$ cat config.mk
export PLATFORM = sky130hd
export DESIGN_NAME = wdog_window
export DESIGN_NICKNAME = d
export VERILOG_FILES = /design/src/rtl/wdog_pkg.sv /design/src/rtl/wdog_regif.sv /design/src/rtl/wdog_count.sv /design/src/rtl/wdog_fault.sv /design/src/rtl/wdog_window.sv
export SDC_FILE = /design/constraint.sdc
export NUM_CORES = 1
export LEC_CHECK = 0
export BUFFER_PORTS_ARGS = -buffer_cell sky130_fd_sc_hd__buf_2
export CORE_UTILIZATION = 38
export CTS_CLUSTER_SIZE = 14
export DETAILED_ROUTE_END_ITERATION = 12
export GPL_ROUTABILITY_DRIVEN = 0
export PLACE_DENSITY = 0.62
export SLEW_MARGIN = 20
export SYNTH_ARGS = -nofsm -noshare
export SYNTH_HDL_FRONTEND = slang
export SYNTH_HIERARCHICAL = 1
export SYNTH_SLANG_ARGS = --single-unit
$ cat constraint.sdc
create_clock -name clk -period 2.09 [get_ports clk]
set_clock_uncertainty 0.15 [all_clocks]
set_input_delay 0.3135 -clock clk [delete_from_list [all_inputs] [get_ports clk]]
set_output_delay 0.3135 -clock clk [all_outputs]
set_load 0.03 [all_outputs]
$ cat src/rtl/wdog_pkg.sv
package wdog_pkg;
  localparam int DATA_W = 32;
  localparam int ADDR_W = 4;
  localparam int CNT_W  = 12;
  localparam int FLAG_W = 3;

  localparam logic [7:0] KEY_VAL = 8'hA5;
  localparam int KEY_LSB     = 24;
  localparam int CMD_RESTART = 0;
  localparam int CMD_LOCK    = 4;

  localparam logic [ADDR_W-1:0] A_CTRL = 4'h0;
  localparam logic [ADDR_W-1:0] A_MODE = 4'h4;
  localparam logic [ADDR_W-1:0] A_STAT = 4'h8;

  // flag bit positions in the status word
  localparam int F_UNDER = 0;
  localparam int F_EARLY = 1;
  localparam int F_KEY   = 2;

  typedef struct packed {
    logic [1:0]       rsvd;
    logic             idle_hold;
    logic             dbg_hold;
    logic [CNT_W-1:0] window;
    logic             off;
    logic             core_only;
    logic             rst_en;
    logic             irq_en;
    logic [CNT_W-1:0] reload;
  } mode_t;

  localparam mode_t MODE_RST = '{
    rsvd: 2'b00, idle_hold: 1'b0, dbg_hold: 1'b0,
    window: {CNT_W{1'b1}}, off: 1'b0, core_only: 1'b0,
    rst_en: 1'b1, irq_en: 1'b0, reload: {CNT_W{1'b1}}
  };
endpackage

$ cat src/rtl/wdog_regif.sv
module wdog_regif
  import wdog_pkg::*;
(
  input  logic              clk,
  input  logic              rst_n,
  input  logic              bus_en,
  input  logic              bus_we,
  input  logic [ADDR_W-1:0] bus_addr,
  input  logic [DATA_W-1:0] bus_wdata,
  input  logic [CNT_W-1:0]  cnt,
  input  logic [FLAG_W-1:0] flags,
  output mode_t             mode_q,
  output logic              locked_q,
  output logic              restart_p,
  output logic              key_err_p,
  output logic              stat_rd_p,
  output logic [DATA_W-1:0] bus_rdata
);
  localparam int STAT_PAD_HI = DATA_W - 16 - CNT_W;
  localparam int STAT_PAD_LO = 16 - FLAG_W - 1;

  logic ctrl_wr, mode_wr, key_ok, lock_p;
  mode_t mode_in, mode_nx;

  assign ctrl_wr   = bus_en & bus_we & (bus_addr == A_CTRL);
  assign mode_wr   = bus_en & bus_we & (bus_addr == A_MODE);
  assign stat_rd_p = bus_en & ~bus_we & (bus_addr == A_STAT);
  assign key_ok    = bus_wdata[KEY_LSB +: 8] == KEY_VAL;
  assign restart_p = ctrl_wr & key_ok & bus_wdata[CMD_RESTART];
  assign lock_p    = ctrl_wr & key_ok & bus_wdata[CMD_LOCK];
  assign key_err_p = ctrl_wr & ~key_ok;

  always_comb begin
    mode_in      = mode_t'(bus_wdata);
    mode_in.rsvd = 2'b00;
    mode_nx      = mode_in;
    if (mode_q.off) begin
      mode_nx.reload = mode_q.reload;
      mode_nx.window = mode_q.window;
    end
  end

  always_ff @(posedge clk or negedge rst_n) begin
    if (!rst_n) begin
      mode_q   <= MODE_RST;
      locked_q <= 1'b0;
    end else begin
      if (mode_wr && !locked_q) mode_q <= mode_nx;
      if (lock_p) locked_q <= 1'b1;
    end
  end

  always_comb begin
    bus_rdata = '0;
    if (bus_en && !bus_we) begin
      unique case (bus_addr)
        A_MODE:  bus_rdata = mode_q;
        A_STAT:  bus_rdata = {{STAT_PAD_HI{1'b0}}, cnt, {STAT_PAD_LO{1'b0}}, locked_q, flags};
        default: bus_rdata = '0;
      endcase
    end
  end
endmodule

$ cat src/rtl/wdog_count.sv
module wdog_count
  import wdog_pkg::*;
(
  input  logic             clk,
  input  logic             rst_n,
  input  logic             tick_i,
  input  logic             dbg_i,
  input  logic             idle_i,
  input  logic             restart_p,
  input  mode_t            mode,
  output logic [CNT_W-1:0] cnt_q,
  output logic             under_p,
  output logic             early_p
);
  logic halted, run;

  assign halted  = (mode.dbg_hold & dbg_i) | (mode.idle_hold & idle_i);
  assign run     = tick_i & ~mode.off & ~halted;
  // restart outranks any tick in the same cycle
  assign under_p = ~restart_p & run & (cnt_q == '0);
  assign early_p = restart_p & ~mode.off & (cnt_q > mode.window);

  always_ff @(posedge clk or negedge rst_n) begin
    if (!rst_n)          cnt_q <= '1;
    else if (restart_p)  cnt_q <= mode.reload;
    else if (run)        cnt_q <= (cnt_q == '0) ? mode.reload : cnt_q - 1'b1;
  end
endmodule

$ cat src/rtl/wdog_fault.sv
module wdog_fault
  import wdog_pkg::*;
(
  input  logic              clk,
  input  logic              rst_n,
  input  logic              under_p,
  input  logic              early_p,
  input  logic              key_err_p,
  input  logic              stat_rd_p,
  input  logic              irq_en,
  input  logic              rst_en,
  output logic [FLAG_W-1:0] flags_q,
  output logic              irq_o,
  output logic              rst_req_o
);
  logic [FLAG_W-1:0] set_v;
  logic              fault;

  always_comb begin
    set_v          = '0;
    set_v[F_UNDER] = under_p;
    set_v[F_EARLY] = early_p;
    set_v[F_KEY]   = key_err_p;
  end

  always_ff @(posedge clk or negedge rst_n) begin
    if (!rst_n) flags_q <= '0;
    else        flags_q <= (stat_rd_p ? '0 : flags_q) | set_v;
  end

  assign fault     = flags_q[F_UNDER] | flags_q[F_EARLY];
  assign irq_o     = irq_en & fault;
  assign rst_req_o = rst_en & fault;
endmodule

$ cat src/rtl/wdog_window.sv
module wdog_window
  import wdog_pkg::*;
(
  input  logic              clk,
  input  logic              rst_n,
  input  logic              tick_i,
  input  logic              dbg_i,
  input  logic              idle_i,
  input  logic              bus_en,
  input  logic              bus_we,
  input  logic [ADDR_W-1:0] bus_addr,
  input  logic [DATA_W-1:0] bus_wdata,
  output logic [DATA_W-1:0] bus_rdata,
  output logic              irq_o,
  output logic              rst_req_o,
  output logic              rst_core_o
);
  mode_t             mode_q;
  logic              locked_q, restart_p, key_err_p, stat_rd_p;
  logic              under_p, early_p;
  logic [CNT_W-1:0]  cnt_q;
  logic [FLAG_W-1:0] flags_q;

  wdog_regif u_regif (
    .clk(clk), .rst_n(rst_n), .bus_en(bus_en), .bus_we(bus_we),
    .bus_addr(bus_addr), .bus_wdata(bus_wdata), .cnt(cnt_q), .flags(flags_q),
    .mode_q(mode_q), .locked_q(locked_q), .restart_p(restart_p),
    .key_err_p(key_err_p), .stat_rd_p(stat_rd_p), .bus_rdata(bus_rdata)
  );

  wdog_count u_count (
    .clk(clk), .rst_n(rst_n), .tick_i(tick_i), .dbg_i(dbg_i), .idle_i(idle_i),
    .restart_p(restart_p), .mode(mode_q), .cnt_q(cnt_q),
    .under_p(under_p), .early_p(early_p)
  );

  wdog_fault u_fault (
    .clk(clk), .rst_n(rst_n), .under_p(under_p), .early_p(early_p),
    .key_err_p(key_err_p), .stat_rd_p(stat_rd_p), .irq_en(mode_q.irq_en),
    .rst_en(mode_q.rst_en), .flags_q(flags_q), .irq_o(irq_o), .rst_req_o(rst_req_o)
  );

  assign rst_core_o = mode_q.core_only;
endmodule

# == Word-level counts from Yosys, hierarchy flattened ==
# Cells that the tools add are included.
# word_totals
reg_bits,46
inputBits,43
out_inout_bits,35
word_cells,57
# op_classes
addsub,1
order_cmp,1
eq_ne,3
n_mux,6
bitwise_logic,27
n_reduce_logical,8
# ops
cell,n
30-bit one-hot mux with 2 select lines,1
12-bit two-way mux,3
32-bit two-way mux,1
1-bit AND,19
12-bit > comparator,1
12-bit logical NOT,1
12-bit by 1-bit subtractor with 12-bit output (second input constant),1
8-bit equality test (second input constant),1
1-bit inverter,5
4-bit by 3-bit equality test with 1-bit output (second input constant),1
4-bit equality test (second input constant),1
4-bit logical NOT,1
3-bit two-way mux,1
3-bit bitwise OR,1
1-bit logical AND,2
1-bit logical NOT,2
1-bit bitwise OR,2
2-bit AND reduction,1
2-bit nonzero test,1

# == Logic depth before layout (Yosys ltp) ==
# depth
depth_word,8
depth_mapped,8
mapped_depth_nobuf,8

# == Hierarchy ==
# The synthesis kept the hierarchy.
# by_module_without_submodules
mod,n_inst,cells_each,area_each_um2,seq_area_each_um2
wdog_regif,1,139,1646.6,807.0
wdog_count,1,141,1178.6,315.3
wdog_fault,1,9,116.4,75.1

# == Worst setup path after synthesis ==
# OpenSTA, ideal clock, no wires.
# synth_path
kind,input -> output
startpoint,in bus_addr[1]
endpoint,out bus_rdata[10]
arrival_time_ns,1.637
required_time_ns,1.627
path_slack_ns,-0.010
stages,5
n_path_buf,2
path_cell_list,or4b_1 > buf_4 > nor3b_4 > buf_6 > and2_1
# synth_via
elab_chain_cells,3
# synth_rtl
item,line,source
from (decl),wdog_window.sv:11,"input logic [ADDR_W-1:0] bus_addr,"
4-bit equality test or 4-bit by 3-bit equality test with 1-bit output (tied branches),wdog_regif.sv:56,unique case (bus_addr)
30-bit one-hot mux with 2 select lines (*),wdog_regif.sv:56,
32-bit two-way mux (*),wdog_regif.sv:55,if (bus_en && !bus_we) begin
to (decl),wdog_window.sv:13,"output logic [DATA_W-1:0] bus_rdata,"
# Every way passes the cells marked *; elsewhere a longest branch is shown, timed or not.

# == Worst setup path in the final report ==
# layout_path
startpoint,reg u_regif/mode_q[26] (netlist name)
endpoint,reg u_fault.flags_q[1]
# layout_via
elab_chain_cells,3
# layout_rtl
item,line,source
12-bit > comparator,wdog_count.sv:21,assign early_p = restart_p & ~mode.off & (cnt_q > mode.window);
1-bit AND,wdog_count.sv:21,
named net early_p,wdog_window.sv:20,"logic under_p, early_p;"
3-bit bitwise OR,wdog_fault.sv:28,else flags_q <= (stat_rd_p ? '0 : flags_q) | set_v;
to (signal assigned),wdog_fault.sv:28,
to (decl),wdog_fault.sv:12,"output logic [FLAG_W-1:0] flags_q,"
# The timed path passes the listed nets, and every way through them passes these cells.
# A chain may end at the register's enable or synchronous reset.

==> results.cfg <==
[run_status]
status = complete, but fails checks
violations = negative setup slack

[worst_hold_path]
hold_start = bus_wdata[12]
hold_path_end = u_regif/mode_q[12]
hold_path_class = primary input to flip-flop
hold-path-cell-count = 2

[layout]
final_area_um2 = 4150
num_antenna_cells = 0
drive_gt1_frac = 0.614
final_cell_mix = 59 x buf_2, 48 x buf_4, 37 x dfstp_2
multiInputGateArea_um2 = 1750
ff_latch_area_um2 = 1200
layout_commonest_cell = buf_2
nets = 465
area_delta_synth_final_pct = 41.6
instances_no_fill = 508
nFillCells = 667

[detailed_routing]
via_count = 2709
drt_pass1_iterations = 4
via_per_inst = 5.33
wirelength_um = 8170
ant_nets = 0
drc = 0
wl_per_cell_um = 16.1
drt_iter0_markers = 194

[yosys]
synthCells = 287
post_synth.cell_area_avg_um2 = 10.2
syn_area_um2 = 2930
yosysWarnings = 6

[critical_path]
r2r-start = u_regif/mode_q[26]
path_class = flip-flop to flip-flop
max_stage_delay_ns = 0.55
r2r-end = u_fault/flags_q[1]
slowest_stage = dfstp_2
critPathMaxFanout = 3
start_kind = flip-flop
crit_family = compound AO/OA/AOI/OAI gates
cp-end-kind = flip-flop
critical_path.cell_chain = inv_2 > ha_4 > a21oi_1 > nand2_1 > a2111oi_4 > nor4_4 > a21o_1
required_ns = 2.13
critical_path_buf_inv_count = 1
rrSetupSlack_ns = -0.05
cp.arrival_ns = 2.18
reg2reg_depth = 7

[sta]
max_clock_freq_mhz = 467
finalCritPeriodShare = 1.02
fin_crit_ns = 2.14
finalMaxSlewViolations = 0
hold_viol_final = 0
tightest_slew_ns = 0.503
finalWorstSetupSlack_ns = -0.0491
rsz0062_at_grt = yes
max_slew_margin = 0.665
setup_violations = 1

[clocking]
numCtsBuffers = 5
insertion_delay_ns = 0.29
cts_tree = yes
cts_sinks = 46
cts_buffer_depth = 2
clk_pin_slew_ns = 0.08
clockRootBuffer = clkbuf_8
h-tree-depth = 2

[global_routing]
antenna_found_initial = 0
grt_max_degree = 28
grt_use_total = 0.200
grt_pass1_wl_um = 13100
grt-ovfl-total = 0
grt_pass1_vias = 2666

[placement]
place_area_um2 = 3740
hpwl_um = 5880
pre_cts_slack_ns = -0.347
place_inst = 496
io_buffers = 75

[job]
maxCapViolations = 0

[power]
p_per_area_nw_per_um2 = 722
power_leakage_uw = 0.00186
vdd_drop_max_v = 0.000328

[floorplan]
fp.dieArea_um2 = 8060
std_cell_rows = 31
ioPinCount = 78
start_util = 0.399
coreArea_um2 = 7330
die_w_um = 89.8
die_h_um = 89.8
-- area by class of cell --
| cell class | instances | share of cell area |
|---|---|---|
| Multi-Input combinational cell | 208 | 0.422 |
| Inverter | 17 | 0.0163 |
| Timing Repair inverter | 1 | 0.00121 |
| Timing Repair Buffer | 129 | 0.222 |
| Sequential cell | 46 | 0.289 |
| Clock buffer | 8 | 0.0193 |
| Tap cell | 99 | 0.0299 |
-- registers in the layout, indices dropped and copies added, names as in the netlist --
signal and cells:
u_fault/flags_q 3, u_regif/mode_q 30, u_count/cnt_q 12, u_regif/locked_q 1
-- how the worst max path moves through the flow --
stage                       start            endpoint  slack, ns  cells after the start
2_1_floorplan         bus_addr[1]       bus_rdata[18]      0.002                      4
3_3_place_gp        bus_wdata[25]  u_fault/flags_q[1]      -0.21                      8
3_5_place_dp   u_regif/mode_q[17]  u_fault/flags_q[1]      -0.35                      9
4_1_cts          u_count/cnt_q[1]    u_count/cnt_q[5]      -0.01                      8
5_1_grt        u_regif/mode_q[17]  u_fault/flags_q[1]      -0.11                      8
6_report       u_regif/mode_q[26]  u_fault/flags_q[1]      -0.05                      7
-- power by group --
| part | internal, uW | switching [uW] | leakage (uW) | total [uW] |
|---|---|---|---|---|
| clock network | 238 | 289 | 0.0000395 | 528 |
| logic | 582 | 579 | 0.00132 | 1160 |
| registers | 1170 | 135 | 0.000504 | 1300 |
| total | 1990 | 1000 | 0.00186 | 2990 |
-- per-layer routing --
layer / share of wire / vias to the layer above / wire length, um / global-route usage
li1: - / 1286 / - / -
met1: 0.46 / 1303 / 3800 / 0.288
met2: 0.46 / 111 / 3730 / 0.309
met3: 0.069 / 9 / 564 / 0.0364
met4: 0.0098 / 0 / 80 / 0.0478
met5: 0 / - / 0 / 0
-- metrics by stage --
step / hold WS (ns) / utilization / total power (uW) / setup TNS [ns]
floorplan: -0.132 / - / 1870 / 0
global placement: 0.318 / 0.510 / 2260 / -3.11
detailed placement: 0.323 / 0.510 / 2300 / -3.29
CTS: 0.0883 / 0.546 / 2920 / -0.0668
global route: 0.0878 / 0.565 / 3190 / -0.455
finish: 0.0994 / 0.565 / 2990 / -0.0491
-- worst register-to-register path, delay by kind of cell (launching register included) --
family | cells | cell delay (ns)
adder cells (fa/ha/maj) | 1 | 0.21
AO/OA/AOI/OAI | 3 | 0.85
buffers and inverters | 1 | 0.04
AND/OR/NAND/NOR | 2 | 0.22
flip-flops | 1 | 0.55
-- timing repair --
| action | in CTS | in global routing |
|---|---|---|
| cloned | 0 | 1 |
| hold buffers | 0 | 0 |
| resized for setup | 39 | 34 |
| pin swaps | 6 | 8 |
| setup buffers | 1 | 3 |
| endpoints found under the setup margin | 15 | 26 |
Power figures use the tool's default switching activity.
